===== src/rtl/dbgLinkPkg.sv =====
package dbgLinkPkg;

  // Strobes from the framing control to the byte datapath, one system clock each.
  typedef struct packed {
    logic startHit;   // start condition seen on synchronized lines
    logic sampleBit;  // shift the synchronized data level into the receive byte
    logic byteDone;   // this sample completes a received byte
    logic loadTx;     // first bit of a read byte: take the held transmit byte
    logic driveBit;   // put the next transmit bit on the line
    logic releaseLn;  // stop pulling the data line
  } linkStb_t;

endpackage


===== src/rtl/dbgLinkSync.sv =====
module dbgLinkSync #(
  parameter int STAGES    = 2,
  parameter bit RESET_VAL = 1'b1
) (
  input  logic clk,
  input  logic rstN,
  input  logic din,
  output logic dout
);

  logic [STAGES-1:0] chain;

  always_ff @(posedge clk or negedge rstN) begin
    if (!rstN) chain <= {STAGES{RESET_VAL}};
    else       chain <= {chain[STAGES-2:0], din};
  end

  assign dout = chain[STAGES-1];

endmodule


===== src/rtl/dbgLinkCtrl.sv =====
module dbgLinkCtrl
  import dbgLinkPkg::*;
#(
  parameter int BYTE_BITS = 8,
  localparam int CNT_W    = $clog2(BYTE_BITS + 1)
) (
  input  logic             clk,
  input  logic             rstN,
  input  logic             sclS,
  input  logic             sdaS,
  input  logic             readMode,
  output linkStb_t         stb,
  output logic             armed,
  output logic [CNT_W-1:0] bitCnt
);

  logic sclP, sdaP;
  logic sclRise, sclFall, startCond;
  logic lastData, ninthSlot;

  always_comb begin
    sclRise   = sclS & ~sclP;
    sclFall   = ~sclS & sclP;
    // data falls while the clock stays high
    startCond = sclS & sclP & sdaP & ~sdaS;
    lastData  = (bitCnt == CNT_W'(BYTE_BITS - 1));
    ninthSlot = (bitCnt == CNT_W'(BYTE_BITS));
  end

  always_comb begin
    stb          = '0;
    stb.startHit = startCond;
    if (armed && !startCond) begin
      if (sclRise && !ninthSlot && !readMode) begin
        stb.sampleBit = 1'b1;
        stb.byteDone  = lastData;
      end
      if (sclFall) begin
        if (readMode && !ninthSlot) begin
          stb.driveBit = 1'b1;
          stb.loadTx   = (bitCnt == '0);
        end else begin
          stb.releaseLn = 1'b1;
        end
      end
    end
  end

  always_ff @(posedge clk or negedge rstN) begin
    if (!rstN) begin
      sclP   <= 1'b1;
      sdaP   <= 1'b1;
      armed  <= 1'b0;
      bitCnt <= '0;
    end else begin
      sclP <= sclS;
      sdaP <= sdaS;
      if (startCond) begin
        armed  <= 1'b1;
        bitCnt <= '0;
      end else if (armed && sclRise) begin
        bitCnt <= ninthSlot ? '0 : bitCnt + CNT_W'(1);
      end
    end
  end

endmodule


===== src/rtl/dbgLinkData.sv =====
module dbgLinkData
  import dbgLinkPkg::*;
#(
  parameter int BYTE_BITS = 8
) (
  input  logic                 clk,
  input  logic                 rstN,
  input  linkStb_t             stb,
  input  logic                 sdaS,
  input  logic [BYTE_BITS-1:0] txByte,
  input  logic                 txLoad,
  output logic [BYTE_BITS-1:0] rxByte,
  output logic                 rxValid,
  output logic                 dataOe,
  output logic                 frameStart
);

  logic [BYTE_BITS-1:0] rxShift;
  logic [BYTE_BITS-1:0] txHold;
  logic [BYTE_BITS-1:0] txShift;
  logic [BYTE_BITS-1:0] rxNext;
  logic                 outBit;

  always_comb begin
    rxNext = {rxShift[BYTE_BITS-2:0], sdaS};
    outBit = stb.loadTx ? txHold[BYTE_BITS-1] : txShift[BYTE_BITS-1];
  end

  always_ff @(posedge clk or negedge rstN) begin
    if (!rstN) begin
      rxShift    <= '0;
      rxByte     <= '0;
      rxValid    <= 1'b0;
      frameStart <= 1'b0;
    end else begin
      rxValid    <= stb.byteDone;
      frameStart <= stb.startHit;
      if (stb.startHit)       rxShift <= '0;
      else if (stb.sampleBit) rxShift <= rxNext;
      if (stb.byteDone)       rxByte  <= rxNext;
    end
  end

  always_ff @(posedge clk or negedge rstN) begin
    if (!rstN) begin
      txHold  <= '0;
      txShift <= '0;
      dataOe  <= 1'b0;
    end else begin
      if (txLoad) txHold <= txByte;
      if (stb.startHit || stb.releaseLn) begin
        dataOe <= 1'b0;
      end else if (stb.driveBit) begin
        dataOe  <= ~outBit;
        txShift <= stb.loadTx ? {txHold[BYTE_BITS-2:0], 1'b0}
                              : {txShift[BYTE_BITS-2:0], 1'b0};
      end
    end
  end

endmodule


===== src/rtl/dbgLinkSlave.sv =====
module dbgLinkSlave
  import dbgLinkPkg::*;
#(
  parameter int BYTE_BITS   = 8,
  parameter int SYNC_STAGES = 2,
  localparam int CNT_W      = $clog2(BYTE_BITS + 1),
  localparam int N_LINES    = 2
) (
  input  logic                 clk,
  input  logic                 rstN,
  input  logic                 lineClk,
  input  logic                 lineDataIn,
  output logic                 lineDataOe,
  input  logic                 readMode,
  input  logic [BYTE_BITS-1:0] txByte,
  input  logic                 txLoad,
  output logic [BYTE_BITS-1:0] rxByte,
  output logic                 rxValid,
  output logic                 frameStart
);

  logic [N_LINES-1:0] lineRaw;
  logic [N_LINES-1:0] lineSync;
  linkStb_t           ctrlStb;
  logic               lineArmed;
  logic [CNT_W-1:0]   bitCnt;

  assign lineRaw = {lineDataIn, lineClk};

  for (genvar g = 0; g < N_LINES; g++) begin : gSync
    dbgLinkSync #(.STAGES(SYNC_STAGES), .RESET_VAL(1'b1)) uSync (
      .clk (clk),
      .rstN(rstN),
      .din (lineRaw[g]),
      .dout(lineSync[g])
    );
  end

  dbgLinkCtrl #(.BYTE_BITS(BYTE_BITS)) uCtrl (
    .clk     (clk),
    .rstN    (rstN),
    .sclS    (lineSync[0]),
    .sdaS    (lineSync[1]),
    .readMode(readMode),
    .stb     (ctrlStb),
    .armed   (lineArmed),
    .bitCnt  (bitCnt)
  );

  dbgLinkData #(.BYTE_BITS(BYTE_BITS)) uData (
    .clk       (clk),
    .rstN      (rstN),
    .stb       (ctrlStb),
    .sdaS      (lineSync[1]),
    .txByte    (txByte),
    .txLoad    (txLoad),
    .rxByte    (rxByte),
    .rxValid   (rxValid),
    .dataOe    (lineDataOe),
    .frameStart(frameStart)
  );

endmodule


===== config.mk =====
export PLATFORM = sky130hd
export DESIGN_NAME = dbgLinkSlave
export DESIGN_NICKNAME = d
export VERILOG_FILES = /design/src/rtl/dbgLinkPkg.sv /design/src/rtl/dbgLinkSync.sv /design/src/rtl/dbgLinkCtrl.sv /design/src/rtl/dbgLinkData.sv /design/src/rtl/dbgLinkSlave.sv
export SDC_FILE = /design/constraint.sdc
export NUM_CORES = 1
export LEC_CHECK = 0
export BUFFER_PORTS_ARGS = -buffer_cell sky130_fd_sc_hd__buf_2
export CORE_ASPECT_RATIO = 0.9
export CORE_MARGIN = 5
export CORE_UTILIZATION = 53
export DETAILED_ROUTE_END_ITERATION = 8
export PLACE_DENSITY_LB_ADDON = 0.15
export RECOVER_POWER = 100
export SYNTH_ARGS = -nofsm -noshare
export SYNTH_HDL_FRONTEND = slang
export SYNTH_SLANG_ARGS = --single-unit

===== constraint.sdc =====
create_clock -name clk -period 1.8 [get_ports clk]
set_input_delay 0.09 -clock clk [delete_from_list [all_inputs] [get_ports clk]]
set_output_delay 0.09 -clock clk [all_outputs]
set_load 0.02 [all_outputs]

==> results of run 1 <==
[kinds of logic after synthesis]
group                    Yosys count  share of synthesized area [%]
buffers and inverters              9                           2.35
AO/OA/AOI/OAI                     27                           10.5
adder cells (fa/ha/maj)            2                           1.42
flip-flops                        44                           63.0
AND/OR/NAND/NOR                   40                           12.5
multiplexers                      16                           10.2
[critical path, delay by kind of cell, from the launching register on]
family	cells	cell delay [ns]
adder cells (fa/ha/maj)	1	0.21
AND/OR/NAND/NOR	2	0.41
buffers and inverters	2	0.35
AO/OA/AOI/OAI	1	0.14
flip-flops	1	0.44
[metal layers]
metal  wire [µm]  part of all wire, %  track usage [%]
met2        1380                   43             23.3
met3         219                  6.9             6.96
met1        1500                   47             22.0
met4          69                  2.2             7.04
met5           0                    0                0
[sequential cells by signal, summed over array words and instances, names as in the netlist]
signal	count
uData.rxByte	8
uData.txHold	8
uData.rxShift	7
uData.txShift	7
gSync.uSync.chain	4
uCtrl.bitCnt	4
uCtrl.armed	1
uCtrl.sclP	1
uCtrl.sdaP	1
uData.dataOe	1
uData.frameStart	1
uData.rxValid	1
[cells in the final DEF, fill, tap and decap left out]
cell           netlist  final
a21oi_1              3      3
a22oi_1              6      6
a311oi_1             1      1
a32o_1               1      1
and3b_1              2      2
buf_12               0      1
buf_2                3     12
buf_4                1      2
clkbuf_1             1     13
clkbuf_2             0      1
clkbuf_8             0      7
dfrtp_1             38     38
dfstp_1              0      2
dfstp_2              6      4
dlygate4sd3_1        0      3
ha_1                 2      2
inv_1                4      4
mux2_2              16     16
nand2_1             19     19
nand2b_1             2      2
nand3_1              1      1
nand3b_1             1      1
nand4_4              1      1
nand4b_1             2      2
nor2_1               4      4
nor2_2               1      1
nor2b_1              1      1
nor3_1               2      3
nor3b_1              1      1
o21ai_0              9      9
o2bb2ai_1            6      6
o31ai_1              1      1
or2_0                0      1
or3_1                1      1
[metrics by stage]
stage	utilization, %	cell area [µm²]	setup WS (ns)	instances
2_1_floorplan	-	1760	0.305	138
3_3_place_gp	62.6	1950	0.283	203
3_5_place_dp	62.6	1950	0.182	203
4_1_cts	66.7	2080	0.163	214
5_1_grt	66.0	2060	0.0206	214
6_report	66.0	2060	0.124	214
[final cells by class]
cell class	instances	area [µm²]	area share (%)
clock buffers	8	100	4.87
inverters	4	15.0	0.730
multi-input cells	85	604	29.4
flip-flops and latches	44	1110	53.9
well taps	42	52.6	2.56
repair buffers	31	175	8.52
[where the power goes]
group / internal [µW] / switching [µW] / leakage [µW]
Sequential: 1170 / 138 / 0.000554
Combinational: 230 / 284 / 0.000341
Clock: 350 / 327 / 0.0000515
Total: 1750 / 750 / 0.000946
[path summary, 6_finish.rpt]
path | to | slack [ns] | cells past startpoint
min in group asynchronous | uCtrl.bitCnt[0]$_DFFE_PN0P_ | 0.55 | 2
hold reg to reg | gSync[0].uSync.chain[1]$_DFF_PN1_ | 0.36 | 0
max in group asynchronous | gSync[1].uSync.chain[0]$_DFF_PN1_ | 0.46 | 3
hold / removal | uData.txHold[6]$_DFFE_PN0P_ | 0.01 | 2
setup reg to reg | uData.rxShift[5]$_DFFE_PN0P_ | 0.12 | 6
setup / recovery | uData.rxShift[5]$_DFFE_PN0P_ | 0.12 | 6
==> summary.md, run 1 <==
| Metric | Value |
|---|---|
| Outcome | complete, no violations |
| Wire per inst | 14.8 µm |
| DP HPWL | 2270 µm |
| First-pass GRT wire length | 5730 µm |
| Yosys Warn Count | 0 |
| Total GRT Usage | 16.4% |
| Die area | approximately 4600 µm² |
| Final hold slack | 0.0144 ns |
| PortBufs | 24 |
| Initial antenna violation count | 0 |
| CP required | 1.98 ns |
| Clk_lat worst skew | 0.31 ns |
| Slowest CP cell | dfrtp_1 |
| Mapped Cells | 138 |
| Cell Area, Synth | between 1500 and 2000 µm² |
| Top achievable clock speed | just under 600 MHz |
| Most numerous cell in the Yosys netlist | dfrtp_1 |
| Post-CTS sizing | 0 |
| ANT nets after route | 0 |
| Critical-path maximum fanout | 14 |
| Slew @ Worst Pin | 1.21 ns |
| Drt total wl | 3170 µm |
| TritonCTS clock tree | yes |
| Detailed-route DRC error count | 0 |
| Layout Skew | 0.00897 ns |
| Max cap viols | 0 |
| Inserted Diodes | 0 |
| Critical path origin | uCtrl.bitCnt[0]$_DFFE_PN0P_ |
| Power Density | 1220 nW/µm² |
| Layout Area Growth over Synthesis | 16.9% |
| Clk sinks | 44 |
| Syn_area_per_cell | 12.7 µm² |
| FF-to-FF Start | uCtrl.bitCnt[0]$_DFFE_PN0P_ |
| Netlist cell types | 30 |
| DR vias | around 1.2k |
| Initial Utilization | 56.5% |
| Pwr Total | 2500 µW |
| Most used DFF post-synth | dfrtp_1 |
| Postcts setup bufs | 0 |
| Total grt overflow | 0 |
| Part of the Yosys area used for sequential elements | 63.0% |
| Root buffer cell | clkbuf_8 |
| Clock buffer depth | 2 |
| Worst Path Arrival | 1.85 ns |
| Chip height | about 65 µm |
| Worst min path class | in2reg |
| First drt pass iteration count | 4 |
| Num ports | 25 |
| EDFF count, synth | 0 |
| Worst Setup Path Type | reg2reg |
| CTS Buf Count | 5 |
| Final slew viol count | 0 |
| Post-DR vias/cell | approximately 5.5 |
| Vias in the first global route | between 1k and 1.5k |
| GP Congestion | 0.763 |
| Worst Setup End Kind | flip-flop |
| Share of layout cells above drive strength 1 | 26.2% |
| Min-delay src | txByte[6] |
| Max incr delay on CP | 0.44 ns |
| # setup viols final | 0 |
| DR iter-0 viols | 77 |
| Hold-fix buffers at CTS | 3 |
| RSZ-0062 raised after global routing | no |
| Largest net degree at the start of global routing | 24 |
| Pleak | 0.000946 µW |
| Top cells by area, synth | dfrtp_1 54%, mux2_2 10%, dfstp_2 9.0% |
| Clock-pin slew on the worst setup and hold paths | 0.08 ns |
| Final nets | 187 |
| Peak supply drop | 690 µV |
| # rows | 19 |
| Setup_tns | 0 ns |
| Worst rel slew slack | 19.4% |
| Yosys top cell area share | between 50 and 60% |
| CTS H-tree depth | 2 |
| Crit path time final | ~1.7 ns |
| Commonest cells in the netlist | 38 x dfrtp_1, 19 x nand2_1, 16 x mux2_2 |
| Cell taking the most area after synthesis | dfrtp_1 |
| Fillers | 232 |
| Crit start category | flip-flop |
| Final Hold Vio Count | 0 |
| Core ar. | 3110 µm² |
| Final period util | between 90% and 100% |
| Synthesis-stage register bit count | between 40 and 50 |
| Die Wd | 70.7 µm |
| Critical Path, Cell by Cell | inv_1 -> ha_1 -> and3b_1 -> nor3_1 -> clkbuf_2 -> o21ai_0 |
| FFs w/ async S/R, synth | 100% |
| Post-synth net total | between 150 and 200 |
Note: power is estimated with default switching activity, not from simulation.
==> run 2: changes to the inputs <==
Settings changed: BUFFER_PORTS_ARGS -buffer_cell sky130_fd_sc_hd__buf_2 to default, DONT_BUFFER_PORTS from default to 1.
==> run 2 against run 1 <==
Total power fell by 0.23%; die area is the same; via count down 2.0%; register-to-register slack better by 0.02 ns.
==> summary.md, run 2 (synthesized netlist as in run 1, its figures left out) <==
| Metric | Value |
|---|---|
| Outcome | complete, no violations |
| DP HPWL | 2090 µm |
| Max cap viols | 0 |
| Initial Utilization | between 50 and 60% |
| Wire per inst | 15.3 µm |
| PortBufs | 0 |
| Core ar. | 3110 µm² |
| CP required | 1.99 ns |
| Chip height | 64.7 µm |
| Final nets | 179 |
| DR vias | 1163 |
| Commonest non-fill, non-tap cell in the layout | dfrtp_1 |
| Die Wd | 70.7 µm |
| Clk_lat worst skew | roughly 0.29 ns |
| First-pass GRT wire length | between 5000 and 6000 µm |
| DR iter-0 viols | 69 |
| Commonest cells after routing, fill and taps aside | 38 x dfrtp_1, 19 x nand2_1, 19 x dlygate4sd3_1, 16 x mux2_2, 9 x o21ai_0 |
| # rows | 19 |
| ANT nets after route | 0 |
| Share of layout cells above drive strength 1 | approximately a fifth |
| Slew @ Worst Pin | around 1.0 ns |
| Post-DR vias/cell | 5.65 |
| Die area | 4570 µm² |
| RSZ-0062 raised after global routing | no |
| Total grt overflow | 0 |
| Vias in the first global route | 1243 |
| Worst rel slew slack | 31.1% |
| Worst Path Buf+Inv | 1 |
| Critical Path, Cell by Cell | inv_1 -> ha_1 -> and3b_1 -> or2_0 -> a32o_1 |
| Final slew viol count | 0 |
| Drt total wl | approximately 3200 µm |
| CTS Buf Count | 5 |
| Clock-pin slew on the worst setup and hold paths | 0.08 ns |
| Final worst slack | 0.148 ns |
| Crit path max-delay family | simple AND/OR/NAND/NOR gates |
| Min-delay src | readMode |
| Worst Setup End Kind | flip-flop |
| CTS H-tree depth | 2 |
| First drt pass iteration count | 4 |
| Top achievable clock speed | 605 MHz |
| Crit path time final | 1.65 ns |
| Critical-path maximum fanout | 7 |
| Peak supply drop | 633 µV |
| Final period util | 91.8% |
| Setup_tns | 0 ns |
| Num ports | 25 |
| Initial antenna violation count | 0 |
| Inserted Diodes | 0 |
| Max incr delay on CP | about 0.42 ns |
| Critical path origin | uCtrl.bitCnt[0]$_DFFE_PN0P_ |
| GP Congestion | between 0.7 and 0.8 |
| Root buffer cell | clkbuf_8 |
| Clock buffer depth | 2 |
| Layout Skew | between 0.007 and 0.008 ns |
| Crit start category | flip-flop |
| Worst min path class | in2reg |
| TritonCTS clock tree | yes |
| # setup viols final | 0 |
| Total GRT Usage | 15.3% |
| Worst Setup Path Type | reg2reg |
| Power Density | 1190 nW/µm² |
| Final Hold Vio Count | 0 |
| Detailed-route DRC error count | 0 |
| Largest net degree at the start of global routing | 45 |
| Postcts setup bufs | 0 |
| FF-to-FF Start | uCtrl.bitCnt[0]$_DFFE_PN0P_ |
| Layout Area Growth over Synthesis | 19.2% |
| Placement Setup Slack | 0.216 ns |
| Pleak | 0.000944 µW |
| Worst Path Arrival | between 1.5 and 2 ns |
| Clk sinks | 44 |
| Leading registers by flop count | uData.rxByte (8), uData.txHold (8) |
| Slowest CP cell | dfrtp_1 |
run 2: metrics by stage:
step	hold slack (ns)	utilization, %	power [µW]	cells	instance area [µm²]
after CTS	0.0944	68.0	2520	206	2120
after global placement	-0.204	58.1	1760	178	1810
final	0.0960	67.3	2500	206	2100
after floorplan	-0.206	-	1690	138	1760
after detailed placement	-0.204	58.1	1780	178	1810
after global routing	0.100	67.3	2660	206	2100
run 2: layer usage:
metal  wire length (µm)  GRT usage [%]  part of all wire, %
met5                  0              0                    0
met4                 45           4.93                  1.4
met3                189           5.87                  6.0
met2               1430           24.0                   45
met1               1490           19.9                   47
run 2: area by class of cell:
type,count,area [µm²]
timing repair buffer,23,211
sequential,44,1110
multi-input combinational,85,609
tap,42,52.6
clock buffer,8,100
fill,235,1020
inverter,4,15.0
run 2: path summary, 6_finish.rpt:
kind / slack [ns] / endpoint / cells past startpoint
setup / recovery: 0.15 / uData.txShift[1]$_DFFE_PN0P_ / 5
setup reg to reg: 0.15 / uData.txShift[1]$_DFFE_PN0P_ / 5
max in group asynchronous: 0.64 / uData.rxByte[5]$_DFFE_PN0P_ / 2
min in group asynchronous: 0.52 / uData.txShift[7]$_DFFE_PN0P_ / 2
hold reg to reg: 0.37 / gSync[0].uSync.chain[1]$_DFF_PN1_ / 0
hold / removal: 0.1 / uData.rxValid$_DFF_PN0_ / 3
run 2: report_power, final:
group,internal (µW),switching (µW),total (µW)
Combinational,246,248,493
Clock,350,314,664
Sequential,1170,166,1340
run 2: tightest hold or removal path: stages:
cell	delay, ns
nor2_1	0.04
nand4_4	0.16
inv_1	0.05
run 2: what timing repair did:
item,4_1_cts,5_1_grt
endpoints found under the hold margin,54,0
resized for setup,0,0
setup endpoints to repair,0,0
hold buffers,20,0
